--- src/rtl/cfgport_pkg.sv ---
package cfgport_pkg;
   localparam int          BYTE_W      = 8;
   localparam int          GPIO_GRP    = 2;
   localparam int          GPIO_PER    = 8;
   localparam logic [7:0]  KEY_OPEN    = 8'h55;
   localparam logic [7:0]  KEY_CLOSE   = 8'hAA;

   // storage slots, in slot order
   localparam int          NREG        = 13;
   localparam int          S_PWR       = 0;
   localparam int          S_RTHI      = 1;
   localparam int          S_SER1      = 2;
   localparam int          S_SER2      = 3;
   localparam int          S_IRQ       = 4;
   localparam int          S_RTLO      = 5;
   localparam int          S_GPIO0     = 6;   // dir, inv, od follow; next group +3
   localparam int          S_ACT       = 12;

   localparam logic [7:0]  SLOT_IDX [NREG] = '{
      8'h02, 8'h21, 8'h24, 8'h25, 8'h28, 8'h30,
      8'h31, 8'h32, 8'h33, 8'h35, 8'h36, 8'h37, 8'h3A };

   function automatic logic [15:0] port_of(input logic [1:0] sel);
      port_of = {(sel[1] ? 8'h16 : 8'h00), (sel[0] ? 8'h4E : 8'h2E)};
   endfunction
endpackage

--- src/rtl/cfgport_keylock.sv ---
module cfgport_keylock
   import cfgport_pkg::*;
#(
   parameter int ADDR_W = 16
) (
   input  logic                clk,
   input  logic                rst_n,
   input  logic [1:0]          strap,
   input  logic [ADDR_W-1:0]   io_addr,
   input  logic                io_wr,
   input  logic [BYTE_W-1:0]   io_wdata,
   output logic [ADDR_W-1:0]   base_port,
   output logic                idx_hit,
   output logic                dat_hit,
   output logic                cfg_mode,
   output logic [BYTE_W-1:0]   index
);
   logic [1:0] sel_q;

   always_ff @(posedge clk) begin
      if (!rst_n) sel_q <= strap;
   end

   assign base_port = ADDR_W'(port_of(sel_q));
   assign idx_hit   = (io_addr == base_port);
   assign dat_hit   = (io_addr == base_port + ADDR_W'(1));

   always_ff @(posedge clk) begin
      if (!rst_n) begin
         cfg_mode <= 1'b0;
         index    <= '0;
      end else if (io_wr && idx_hit) begin
         if (!cfg_mode) begin
            if (io_wdata == KEY_OPEN) cfg_mode <= 1'b1;
         end else if (io_wdata == KEY_CLOSE) begin
            cfg_mode <= 1'b0;
         end else begin
            index <= io_wdata;
         end
      end
   end
endmodule

--- src/rtl/cfgport_regs.sv ---
module cfgport_regs
   import cfgport_pkg::*;
(
   input  logic                          clk,
   input  logic                          rst_n,
   input  logic                          wr_en,
   input  logic [BYTE_W-1:0]             index,
   input  logic [BYTE_W-1:0]             wdata,
   output logic [NREG-1:0][BYTE_W-1:0]   q,
   output logic [BYTE_W-1:0]             rd_data
);
   logic [NREG-1:0] hit;

   for (genvar i = 0; i < NREG; i++) begin : g_slot
      assign hit[i] = (index == SLOT_IDX[i]);
      always_ff @(posedge clk) begin
         if (!rst_n)               q[i] <= '0;
         else if (wr_en && hit[i]) q[i] <= wdata;
      end
   end

   always_comb begin
      rd_data = '0;
      for (int i = 0; i < NREG; i++)
         if (hit[i]) rd_data = rd_data | q[i];
   end
endmodule

--- src/rtl/cfgport_fields.sv ---
module cfgport_fields
   import cfgport_pkg::*;
(
   input  logic [NREG-1:0][BYTE_W-1:0]        q,
   output logic [1:0]                         ser_pwr,
   output logic [9:0]                         ser1_base,
   output logic [9:0]                         ser2_base,
   output logic [3:0]                         ser1_irq,
   output logic [3:0]                         ser2_irq,
   output logic [15:0]                        rt_base,
   output logic                               rt_en,
   output logic [GPIO_GRP*GPIO_PER-1:0]       gpio_dir,
   output logic [GPIO_GRP*GPIO_PER-1:0]       gpio_inv,
   output logic [GPIO_GRP*GPIO_PER-1:0]       gpio_od
);
   assign ser_pwr   = {q[S_PWR][7], q[S_PWR][3]};
   assign ser1_base = {q[S_SER1][7:1], 3'b000};
   assign ser2_base = {q[S_SER2][7:1], 3'b000};
   assign ser1_irq  = q[S_IRQ][7:4];
   assign ser2_irq  = q[S_IRQ][3:0];
   assign rt_base   = {q[S_RTHI][3:0], q[S_RTLO], 4'h0};
   assign rt_en     = q[S_ACT][1];

   for (genvar g = 0; g < GPIO_GRP; g++) begin : g_grp
      assign gpio_dir[g*GPIO_PER +: GPIO_PER] = q[S_GPIO0 + 3*g];
      assign gpio_inv[g*GPIO_PER +: GPIO_PER] = q[S_GPIO0 + 3*g + 1];
      assign gpio_od [g*GPIO_PER +: GPIO_PER] = q[S_GPIO0 + 3*g + 2];
   end
endmodule

--- src/rtl/cfgport_ctrl.sv ---
module cfgport_ctrl
   import cfgport_pkg::*;
#(
   parameter int ADDR_W = 16
) (
   input  logic                          clk,
   input  logic                          rst_n,
   input  logic [1:0]                    strap,
   input  logic [ADDR_W-1:0]             io_addr,
   input  logic                          io_wr,
   input  logic                          io_rd,
   input  logic [BYTE_W-1:0]             io_wdata,
   output logic [BYTE_W-1:0]             io_rdata,
   output logic [1:0]                    ser_pwr,
   output logic [9:0]                    ser1_base,
   output logic [9:0]                    ser2_base,
   output logic [3:0]                    ser1_irq,
   output logic [3:0]                    ser2_irq,
   output logic [15:0]                   rt_base,
   output logic                          rt_en,
   output logic [GPIO_GRP*GPIO_PER-1:0]  gpio_dir,
   output logic [GPIO_GRP*GPIO_PER-1:0]  gpio_inv,
   output logic [GPIO_GRP*GPIO_PER-1:0]  gpio_od
);
   if (ADDR_W < 13) begin : g_bad_width
      $error("cfgport_ctrl: ADDR_W must cover the highest base port");
   end
   if (GPIO_PER != BYTE_W) begin : g_bad_gpio
      $error("cfgport_ctrl: one GPIO group must fill one register");
   end

   logic [ADDR_W-1:0]           base_port;
   logic                        idx_hit, dat_hit, cfg_mode;
   logic [BYTE_W-1:0]           index, rd_data;
   logic [NREG-1:0][BYTE_W-1:0] q;

   cfgport_keylock #(.ADDR_W(ADDR_W)) u_lock (
      .clk, .rst_n, .strap, .io_addr, .io_wr, .io_wdata,
      .base_port, .idx_hit, .dat_hit, .cfg_mode, .index
   );

   cfgport_regs u_regs (
      .clk, .rst_n,
      .wr_en  (cfg_mode && io_wr && dat_hit),
      .index,
      .wdata  (io_wdata),
      .q,
      .rd_data
   );

   cfgport_fields u_fields (
      .q, .ser_pwr, .ser1_base, .ser2_base, .ser1_irq, .ser2_irq,
      .rt_base, .rt_en, .gpio_dir, .gpio_inv, .gpio_od
   );

   assign io_rdata = (cfg_mode && io_rd && dat_hit) ? rd_data : '0;
endmodule

--- config.mk ---
export PLATFORM = sky130hd
export DESIGN_NAME = cfgport_ctrl
export DESIGN_NICKNAME = d
export VERILOG_FILES = /design/src/rtl/cfgport_pkg.sv /design/src/rtl/cfgport_keylock.sv /design/src/rtl/cfgport_regs.sv /design/src/rtl/cfgport_fields.sv /design/src/rtl/cfgport_ctrl.sv
export SDC_FILE = /design/constraint.sdc
export NUM_CORES = 1
export LEC_CHECK = 0
export ABC_AREA = 1
export CAP_MARGIN = 40
export CORE_ASPECT_RATIO = 0.7
export CORE_MARGIN = 4
export CORE_UTILIZATION = 48
export CTS_CLUSTER_SIZE = 10
export DETAILED_ROUTE_END_ITERATION = 12
export GPL_ROUTABILITY_DRIVEN = 1
export GPL_TIMING_DRIVEN = 0
export PLACE_DENSITY = 0.73
export SYNTH_ARGS = -nofsm -noshare
export SYNTH_HDL_FRONTEND = slang
export SYNTH_SLANG_ARGS = --single-unit
--- constraint.sdc ---
create_clock -name clk -period 1.95 [get_ports clk]
set_input_delay 0.2925 -clock clk [delete_from_list [all_inputs] [get_ports clk]]
set_output_delay 0.2925 -clock clk [all_outputs]
set_load 0.01 [all_outputs]
==> impl_metrics.toml, run 1 <==
[run_status]
outcome = "finished with violations"
violations = "setup timing"

[detailed_routing]
vias_per_cell = 5.23
wl_mm = 28.1
vias = 8783
post-route-drc-count = 0
first_pass_iters = 6
ant_nets = 0
wl_per_cell_um = 16.7
first_iter_violations = 1128

[grt]
top_usage_layer = "met2"
met1_usage_pct = 40.5
grt_pass1_vias = 7908
grt_first_pass_wirelength_mm = 41.8
grt_use_met3_pct = 7.95
antenna_found_initial = 0
met2_usage_pct = 43.3
grt_max_degree = 17
grt_util_all_layers_pct = 29.1
grt_overflow = 0

[worst_hold_path]
holdCritPathClass = "in -> reg"
hold_end = "u_regs.q[96]$_SDFFE_PN0P_"
hold_depth = 4
min_from = "rst_n"

[power_and_ir_drop]
peakVddDrop_uv = 616
p_per_area_nw_per_um2 = 545
leakagePower_nw = 5.09
power_w = 0.00583

[cells_and_area]
final_cell_count_no_fill = 1680
area_growth_pct = 38.8
drive_above_1_share_pct = 22.0
layout.nets = 1497
n_antenna_cell = 0
post-route-util_pct = 68.4

[sta]
fin_crit_ns = 2.40
worst_pin_slew_ns = 0.890
rsz0062_at_grt = "true"
finalMaxSlewViolations = 0
fmax_mhz = 417
setup_viol = 9
relSlewSlack_pct = 40.7
fin_skew_ns = 0.0170
layout_setup_ws_ns = -0.448
hold_viol = 0
final_min_period_over_clock_period_pct = 123

[cts]
clk_pin_slew_ns = 0.06
clock_latency_ns = 0.43
cts.sinks = 115
clockBufferDepth = 2
cts_buffers = 17
h-tree-depth = 4
root_buffer = "clkbuf_16"
cts_tree = "yes"

[synthesis]
ys_ff_latch = 115
yosys.area.top_type = "dfxtp_1"
syn_avg_cell_area_um2 = 6.07
synth_top_area_share_pct = 29.3
ys_seq_area_share_pct = 30.1
synth_area_leaders = "dfxtp_1, nand2_1, inv_1"
yosysWarnings = 0
netlist_area_um2 = 7710
syn_inst = 1271
ys_types = 26

[place]
dp_hpwl_mm = 19.3
gp_congestion = 1.03
dpl.cell_count = 1601
io_buffers = 121

[floorplanning]
die_w_um = 160
die-area_um2 = 18200
ioPinCount = 133
initial_core_util_pct = 49.3
core-area_um2 = 15600
rows = 38
die_y_um = 114

[setup_path]
rr_worst_depth = 12
cp-end-kind = "primary output"
crit_path_start_kind = "register"
rrSetupSlack_ns = -0.01
critPathMaxFanout = 10
worstSetupPathType = "reg -> out"
required_ns = 1.66
reg2reg_to = "u_regs.q[49]$_SDFFE_PN0P_"
r2r_start = "u_lock.sel_q[0]$_DFFE_PN_"
arrival_ns = 2.11

[job]
maxCapViolCount = 0
-- layout make-up --
| type | count | area (um2) |
|---|---|---|
| Buffer | 151 | 1100 |
| Clock buffer | 18 | 429 |
| Clock inverter | 14 | 155 |
| Fill cell | 1351 | 4940 |
| Inverter | 252 | 972 |
| Multi-Input combinational cell | 762 | 3840 |
| Sequential cell | 115 | 2340 |
| Tap cell | 200 | 250 |
| Timing Repair Buffer | 168 | 1620 |
-- cell families after synthesis --
family | Yosys count | synth area share, %
and+or+nand+nor | 743 | 44.4
buffers and inverters | 403 | 24.9
DFF | 115 | 30.1
AOI/OAI and AO/OA | 9 | 0.584
other | 1 | 0.0486
-- metrics by stage --
step / worst slack [ns] / area, um2 / setup TNS [ns] / hold slack [ns]
2_1_floorplan: 0.132 / 7750 / 0 / 0.391
3_3_place_gp: -1.23 / 9210 / -58.18 / 0.494
3_5_place_dp: -1.25 / 9210 / -60.35 / 0.498
4_1_cts: -0.405 / 10300 / -3.01 / 0.392
5_1_grt: -0.478 / 10700 / -4.81 / 0.426
6_report: -0.448 / 10700 / -3.09 / 0.417
-- power by group --
group          switching (W)  leakage [nW]  internal, W  total (W)
clock network        0.00127         0.281      0.00190    0.00317
logic               0.000199          3.87     0.000109   0.000308
registers         0.00000146         0.934      0.00235    0.00236
-- synth_stat cells --
| cell | count |
|---|---|
| nor3_4 | 2 |
| clkbuf_1 | 17 |
| buf_2 | 11 |
| nand3_1 | 62 |
| nand4_1 | 137 |
| buf_4 | 99 |
| nor2_2 | 9 |
| nor3_1 | 5 |
| nand3_2 | 3 |
| buf_6 | 3 |
| nand3b_1 | 1 |
| buf_1 | 21 |
| nand2_1 | 319 |
| conb_1 | 1 |
| nor2_4 | 4 |
| inv_1 | 243 |
| edfxtp_1 | 2 |
| clkinv_1 | 3 |
| a21oi_1 | 1 |
| o21ai_0 | 8 |
| dfxtp_1 | 113 |
| nand2_2 | 4 |
| nand3_4 | 7 |
| nor2_1 | 190 |
| clkinv_2 | 1 |
| inv_2 | 5 |
-- per-layer routing --
layer	wire, um	up-vias
li1	-	4202
met1	11600	3928
met2	11900	547
met3	3630	104
met4	984	2
met5	46	-
-- flip-flops by register name, indices dropped and copies added, names as in the netlist --
name,count
u_regs.q,104
u_lock.index,8
u_lock.sel_q,2
u_lock.cfg_mode,1
-- repair_timing --
| item | 4_1_cts | 5_1_grt |
|---|---|---|
| gates cloned | 1 | 1 |
| pin swaps | 28 | 25 |
| endpoints found under the hold margin | 0 | 0 |
| endpoints found under the setup margin | 107 | 118 |
| setup buffers | 22 | 24 |
| resized for setup | 138 | 73 |
| hold buffers | 0 | 0 |
-- cells in the final DEF, fill, tap and decap left out, drive strengths merged --
cell type,count
clkdlybuf4s15,1
a21oi,1
dfxtp,113
nor3,7
nor2,203
inv,251
o21ai,8
nand3b,1
clkinvlp,3
clkdlybuf4s50,113
clkinv,10
edfxtp,2
conb,10
nand2,323
clkbuf,33
buf,190
nand4,137
bufinv,2
nand3,72
-- critical path, stage by stage, from the launching register on --
cell	delay, ns
dfxtp_4	0.39
inv_4	0.06
nand2_4	0.08
clkinv_4	0.11
clkbuf_8	0.20
nand4_1	0.11
nand2_1	0.08
nor2_2	0.15
nand2_1	0.09
nor2_1	0.13
nor2_2	0.05
clkdlybuf4s15_2	0.22
-- worst max path at each step --
stage                                       startpoint  slack (ns)           to  cells after the start
after global placement                     io_addr[13]       -1.23  io_rdata[7]                     10
after floorplan              u_lock.sel_q[0]$_DFFE_PN_        0.13  io_rdata[0]                      8
after CTS                 u_lock.index[6]$_SDFFE_PN0P_       -0.41  io_rdata[4]                     12
final                     u_lock.index[3]$_SDFFE_PN0P_       -0.45  io_rdata[4]                     11
after detailed placement                    io_addr[9]       -1.25  io_rdata[7]                     10
after global routing      u_lock.index[4]$_SDFFE_PN0P_       -0.48  io_rdata[4]                     11
Power figures use the tool's default switching activity.
==> run 2, diff against run 1 <==
--- a/config.mk
+++ b/config.mk
@@ -9,12 +9,12 @@
 export CAP_MARGIN = 40
 export CORE_ASPECT_RATIO = 0.7
 export CORE_MARGIN = 4
-export CORE_UTILIZATION = 48
+export CORE_UTILIZATION = 54
 export CTS_CLUSTER_SIZE = 10
 export DETAILED_ROUTE_END_ITERATION = 12
 export GPL_ROUTABILITY_DRIVEN = 1
 export GPL_TIMING_DRIVEN = 0
-export PLACE_DENSITY = 0.73
+export PLACE_DENSITY = 0.81
 export SYNTH_ARGS = -nofsm -noshare
 export SYNTH_HDL_FRONTEND = slang
 export SYNTH_SLANG_ARGS = --single-unit
==> run 2 against run 1 <==
The run still ends with setup timing left. Sequential power about the same. Maximum frequency decreased by 1.4%. Setup slack got worse by 0.034 ns. Flip-flop and latch count unchanged. Non-clock buffer count decreased by 20. Global-route usage increased by 4.0 points. Clock skew decreased by 0.0078 ns. Worst hold slack improved by 0.0046 ns. Critical endpoint is now io_rdata[7].
==> impl_metrics.toml, run 2 (synthesized netlist as in run 1, its figures left out) <==
[place]
place_worst_setup_slack_ns = -1.24
dp_hpwl_mm = 18.8
io_buffers = 121
gp_congestion = 0.978
dpl_cell_area_um2 = 9200

[setup_path]
cpMaxStageDelayCell = "dfxtp_2"
arrival_ns = 2.14
path_cells = "inv_2 > nand2_4 > buf_12 > nor2_4 > nand3_4 > o21ai_0 > inv_1 > nand2_1 > nor2_1 > nor2_1 > buf_2"
cp-end-kind = "primary output"
required_ns = 1.66
cpPeakStageDelay_ns = 0.32
crit_path_start_kind = "register"
worstSetupPathType = "reg -> out"
cp_common_cell = "nor2_1"
critPathMaxFanout = 9

[sta]
layout_setup_ws_ns = -0.482
rsz0062_at_grt = "true"
fmax_mhz = 411
fin_crit_ns = 2.43
finalMaxSlewViolations = 0
final_min_period_over_clock_period_pct = 125
setup_viol = 16
fin_skew_ns = 0.00919
worst_pin_slew_ns = 0.968
relSlewSlack_pct = 35.5
hold_viol = 0

[detailed_routing]
first_iter_violations = 1562
vias_per_cell = 5.42
first_pass_iters = 8
vias = 8940
wl_per_cell_um = 17.0
ant_nets = 0
post-route-drc-count = 0
wl_mm = 28.0

[grt]
grt_util_all_layers_pct = 33.1
grt_first_pass_wirelength_mm = 41.5
grt_max_degree = 17
grt_overflow = 0
grt_pass1_vias = 7940
antenna_found_initial = 0

[run_status]
violations = "setup timing"
outcome = "finished with violations"

[floorplanning]
core-area_um2 = 14000
die_y_um = 108
ioPinCount = 133
die_w_um = 151
die-area_um2 = 16300
initial_core_util_pct = 55.3
rows = 36

[cells_and_area]
area_growth_pct = 37.5
layout.nets = 1478
final_common_cell = "nand2_1"
fillers = 1047
mostFrequentLayoutCells = "nand2_1, inv_1, nor2_1, nand4_1, buf_4"
drive_above_1_share_pct = 21.6
reg_top3 = "u_regs.q: 104 flops, u_lock.index: 8 flops, u_lock.sel_q: 2 flops"
top_register = "u_regs.q"
largest_reg_flops = 104
final_area_um2 = 10600
n_antenna_cell = 0

[cts]
cts_tree = "yes"
root_buffer = "clkbuf_16"
cts.sinks = 115
cts_buffers = 17
h-tree-depth = 4
clockBufferDepth = 2
postCtsHoldBufs = 0
clock_latency_ns = 0.42
clk_pin_slew_ns = 0.06

[worst_hold_path]
holdCritPathClass = "in -> reg"

[power_and_ir_drop]
leakagePower_nw = 4.97
power_w = 0.00574
p_per_area_nw_per_um2 = 541
peakVddDrop_uv = 542

[job]
maxCapViolCount = 0
## run 2: changes by cell type in the layout (fill, tap and decap cells not counted), moves of 5 or more
cell / before / now
nand3_1: 53 / 43
buf_4: 130 / 114
buf_6: 16 / 10
clkinv_4: 7 / 2
o21ai_0: 7 / 1
nor2_2: 25 / 19
o21ai_1: 1 / 6
nand3_2: 9 / 19
inv_6: 5 / 0
## run 2: critical path, delay by kind of cell (launching register included)
kind,cells,cell delay [ns]
AOI/OAI and AO/OA,1,0.22
DFF,1,0.32
and+or+nand+nor,6,0.74
buffers and inverters,4,0.46
## run 2: per-stage QoR
stage,setup TNS (ns),hold slack [ns],cells,utilization (%)
floorplan,0,0.391,1280,-
global route,-5.24,0.430,1650,76.0
global placement,-60.05,0.496,1591,65.9
detailed placement,-62.53,0.501,1591,65.9
finish,-3.53,0.422,1650,76.0
CTS,-2.75,0.409,1641,73.4
## run 2: layout make-up
class | count | area [um2] | share of cell area, %
plain buffers | 151 | 1110 | 10.5
clock buffers | 21 | 460 | 4.34
clock inverters | 10 | 110 | 1.04
inverters | 252 | 968 | 9.13
multi-input cells | 763 | 3890 | 36.7
flip-flops and latches | 115 | 2340 | 22.0
well taps | 190 | 238 | 2.24
repair buffers | 148 | 1490 | 14.0
## run 2: timing repair
item	in CTS	in global routing
pin swaps	35	16
gates cloned	2	3
endpoints found under the hold margin	0	0
buffers inserted	17	6
resized for setup	150	77
endpoints found under the setup margin	107	117
## run 2: final timing paths
path / startpoint / to / slack, ns / cells after the start
worst min register to register: u_regs.q[14]$_SDFFE_PN0P_ / u_regs.q[14]$_SDFFE_PN0P_ / 0.51 / 4
worst max-delay path: u_lock.index[7]$_SDFFE_PN0P_ / io_rdata[7] / -0.48 / 11
worst min-delay path: rst_n / u_regs.q[94]$_SDFFE_PN0P_ / 0.42 / 4
worst max register to register: u_lock.index[7]$_SDFFE_PN0P_ / u_regs.q[103]$_SDFFE_PN0P_ / -0.04 / 10
## run 2: power breakdown
part	switching [W]	internal, W
registers	0.00000145	0.00236
clock network	0.00115	0.00193
logic	0.000195	0.000107
## run 2: per-layer routing
metal	wire, um	global-route usage [%]	vias to the layer above
met5	0	0	-
li1	-	-	4176
met4	1460	13.7	0
met1	10800	45.0	3929
met3	4110	9.47	161
met2	11600	49.3	674
==> run 3, diff against run 2 <==
--- a/config.mk
+++ b/config.mk
@@ -9,12 +9,13 @@
 export CAP_MARGIN = 40
 export CORE_ASPECT_RATIO = 0.7
 export CORE_MARGIN = 4
-export CORE_UTILIZATION = 54
+export CORE_UTILIZATION = 49
 export CTS_CLUSTER_SIZE = 10
 export DETAILED_ROUTE_END_ITERATION = 12
 export GPL_ROUTABILITY_DRIVEN = 1
 export GPL_TIMING_DRIVEN = 0
-export PLACE_DENSITY = 0.81
+export MAX_ROUTING_LAYER = met4
+export PLACE_DENSITY = 0.78
 export SYNTH_ARGS = -nofsm -noshare
 export SYNTH_HDL_FRONTEND = slang
 export SYNTH_SLANG_ARGS = --single-unit
==> constraint.sdc (replaced) <==
create_clock -name clk -period 2.2 [get_ports clk]
set_input_delay 0.33 -clock clk [delete_from_list [all_inputs] [get_ports clk]]
set_output_delay 0.33 -clock clk [all_outputs]
set_load 0.01 [all_outputs]
==> run 3 against run 2 <==
Clock skew is 0.0048 ns lower. Die area is 9.5% higher. Wire length is 5.2% lower. Worst hold slack better by 0.010 ns. Sequential power is 11% lower. First-iteration DRC count is 32% lower. Largest cell class unchanged. Total power is 12% lower. The flow still finishes with violations (setup timing). Critical endpoint is now io_rdata[6]. Flip-flop and latch count stayed put.
==> impl_metrics.toml, run 3 (synthesized netlist as in run 1, its figures left out) <==
[detailed_routing]
first_pass_iters = 6
vias_per_cell = 5.19
vias = 8577
ant_nets = 0
first_iter_violations = 1058
wl_mm = 26.5
wl_per_cell_um = 16.1
post-route-drc-count = 0

[sta]
setup_viol = 8
relSlewSlack_pct = 40.2
worst_pin_slew_ns = 0.897
rsz0062_at_grt = "true"
fmax_mhz = 409
finalMaxSlewViolations = 0
setup-tns-final_ns = -1.63
fin_crit_ns = 2.45
hold_slack_ns = 0.432
hold_viol = 0
fin_skew_ns = 0.00439
layout_setup_ws_ns = -0.245
final_min_period_over_clock_period_pct = 111

[floorplanning]
core-area_um2 = 15500
initial_core_util_pct = 49.9
die_y_um = 113
rows = 38
ioPinCount = 133
die_w_um = 158
die-area_um2 = 17800

[grt]
grt_overflow = 0
antenna_found_initial = 0
grt_max_degree = 17
grt_first_pass_wirelength_mm = 40.8
grt_util_all_layers_pct = 30.2
grt_pass1_vias = 7645

[power_and_ir_drop]
leakagePower_nw = 4.87
peakVddDrop_uv = 504
p_per_area_nw_per_um2 = 492

[cells_and_area]
post-route-util_pct = 66.1
reg_top3 = "u_regs.q: 104 flops, u_lock.index: 8 flops, u_lock.sel_q: 2 flops"
fillers = 1368
drive_above_1_share_pct = 17.8
n_antenna_cell = 0
top_register = "u_regs.q"
largest_reg_flops = 104
final_common_cell = "nand2_1"
mostFrequentLayoutCells = "nand2_1, inv_1, nor2_1, nand4_1"
layout.nets = 1469
area_growth_pct = 32.4

[job]
maxCapViolCount = 0

[place]
place_worst_setup_slack_ns = -1.06
gp_congestion = 0.995
dp_hpwl_mm = 19.2
io_buffers = 121

[cts]
cts_tree = "yes"
cts.sinks = 115
postCtsHoldBufs = 0
clock_latency_ns = 0.42
h-tree-depth = 4
clockBufferDepth = 2
clk_pin_slew_ns = 0.06
root_buffer = "clkbuf_16"
cts_buffers = 17

[run_status]
violations = "setup timing"
outcome = "finished with violations"

[setup_path]
rrSetupSlack_ns = 0.06
arrival_ns = 2.12
crit_path_start_kind = "register"
worstSetupPathType = "reg -> out"
required_ns = 1.87
cp-end-kind = "primary output"
critPathMaxFanout = 5

[worst_hold_path]
holdCritPathClass = "in -> reg"
==> run 3: cell count changes in the layout (fill, tap and decap cells not counted), moves of 7 or more <==
cell,previous run,this run
nand2_2,19,7
nand3_1,43,58
nand3_2,19,5
o21ai_0,1,8
nand2_1,301,312
clkbuf_1,5,13
nor2_4,27,16
==> run 3: cell type report <==
cell class                 count  area [um2]  area share (%)
clock buffer                  21         440            4.31
sequential                   115        2330            22.8
buffer                       151        1060            10.4
timing repair buffer         140        1360            13.3
multi-input combinational    762        3700            36.3
clock inverter                11         113            1.10
tap                          200         250            2.45
inverter                     252         958            9.38
==> run 3: repair_timing <==
item | 4_1_cts | 5_1_grt
pin swaps | 20 | 10
cloned | 2 | 0
resized for setup | 114 | 28
setup buffers | 15 | 3
setup endpoints to repair | 8 | 97
==> run 3: power by group <==
group / leakage [nW] / switching, W / internal (W)
sequential: 0.933 / 0.00000125 / 0.00209
combinational: 3.67 / 0.000169 / 0.0000941
clock: 0.266 / 0.00103 / 0.00165
==> run 3: final timing paths <==
kind / start / to / depth (start not counted)
max: u_lock.index[7]$_SDFFE_PN0P_ / io_rdata[6] / 12
max reg2reg: u_lock.cfg_mode$_SDFFE_PN0P_ / u_regs.q[49]$_SDFFE_PN0P_ / 7
min: rst_n / u_regs.q[96]$_SDFFE_PN0P_ / 4
min reg2reg: u_regs.q[24]$_SDFFE_PN0P_ / u_regs.q[24]$_SDFFE_PN0P_ / 4
==> run 3: stage by stage <==
| step | total power, W | cells | area, um2 |
|---|---|---|---|
| 6_report | 0.00503 | 1652 | 10200 |
| 5_1_grt | 0.00514 | 1652 | 10200 |
| 4_1_cts | 0.00502 | 1650 | 10100 |
| 3_5_place_dp | 0.00239 | 1601 | 9210 |
| 3_3_place_gp | 0.00239 | 1601 | 9210 |
| 2_1_floorplan | 0.00227 | 1280 | 7750 |
==> run 3: critical path, stage by stage (launching register included) <==
cell     delay (ns)
dfxtp_2        0.32
inv_2          0.08
nand2_4        0.09
nor2_4         0.18
buf_8          0.18
buf_8          0.13
nand4_1        0.15
nand2_2        0.13
nor2_2         0.06
nand2_1        0.05
nor2_1         0.04
nor2_1         0.13
buf_2          0.15
==> run 3: layer usage <==
metal  vias to the layer above  track usage [%]  routed length [um]
met2                       526             43.9               11300
met4                         0             8.47                 711
met5                         -                -                   0
met3                        86             7.61                3280
li1                       4155                -                   -
met1                      3810             42.0               11200
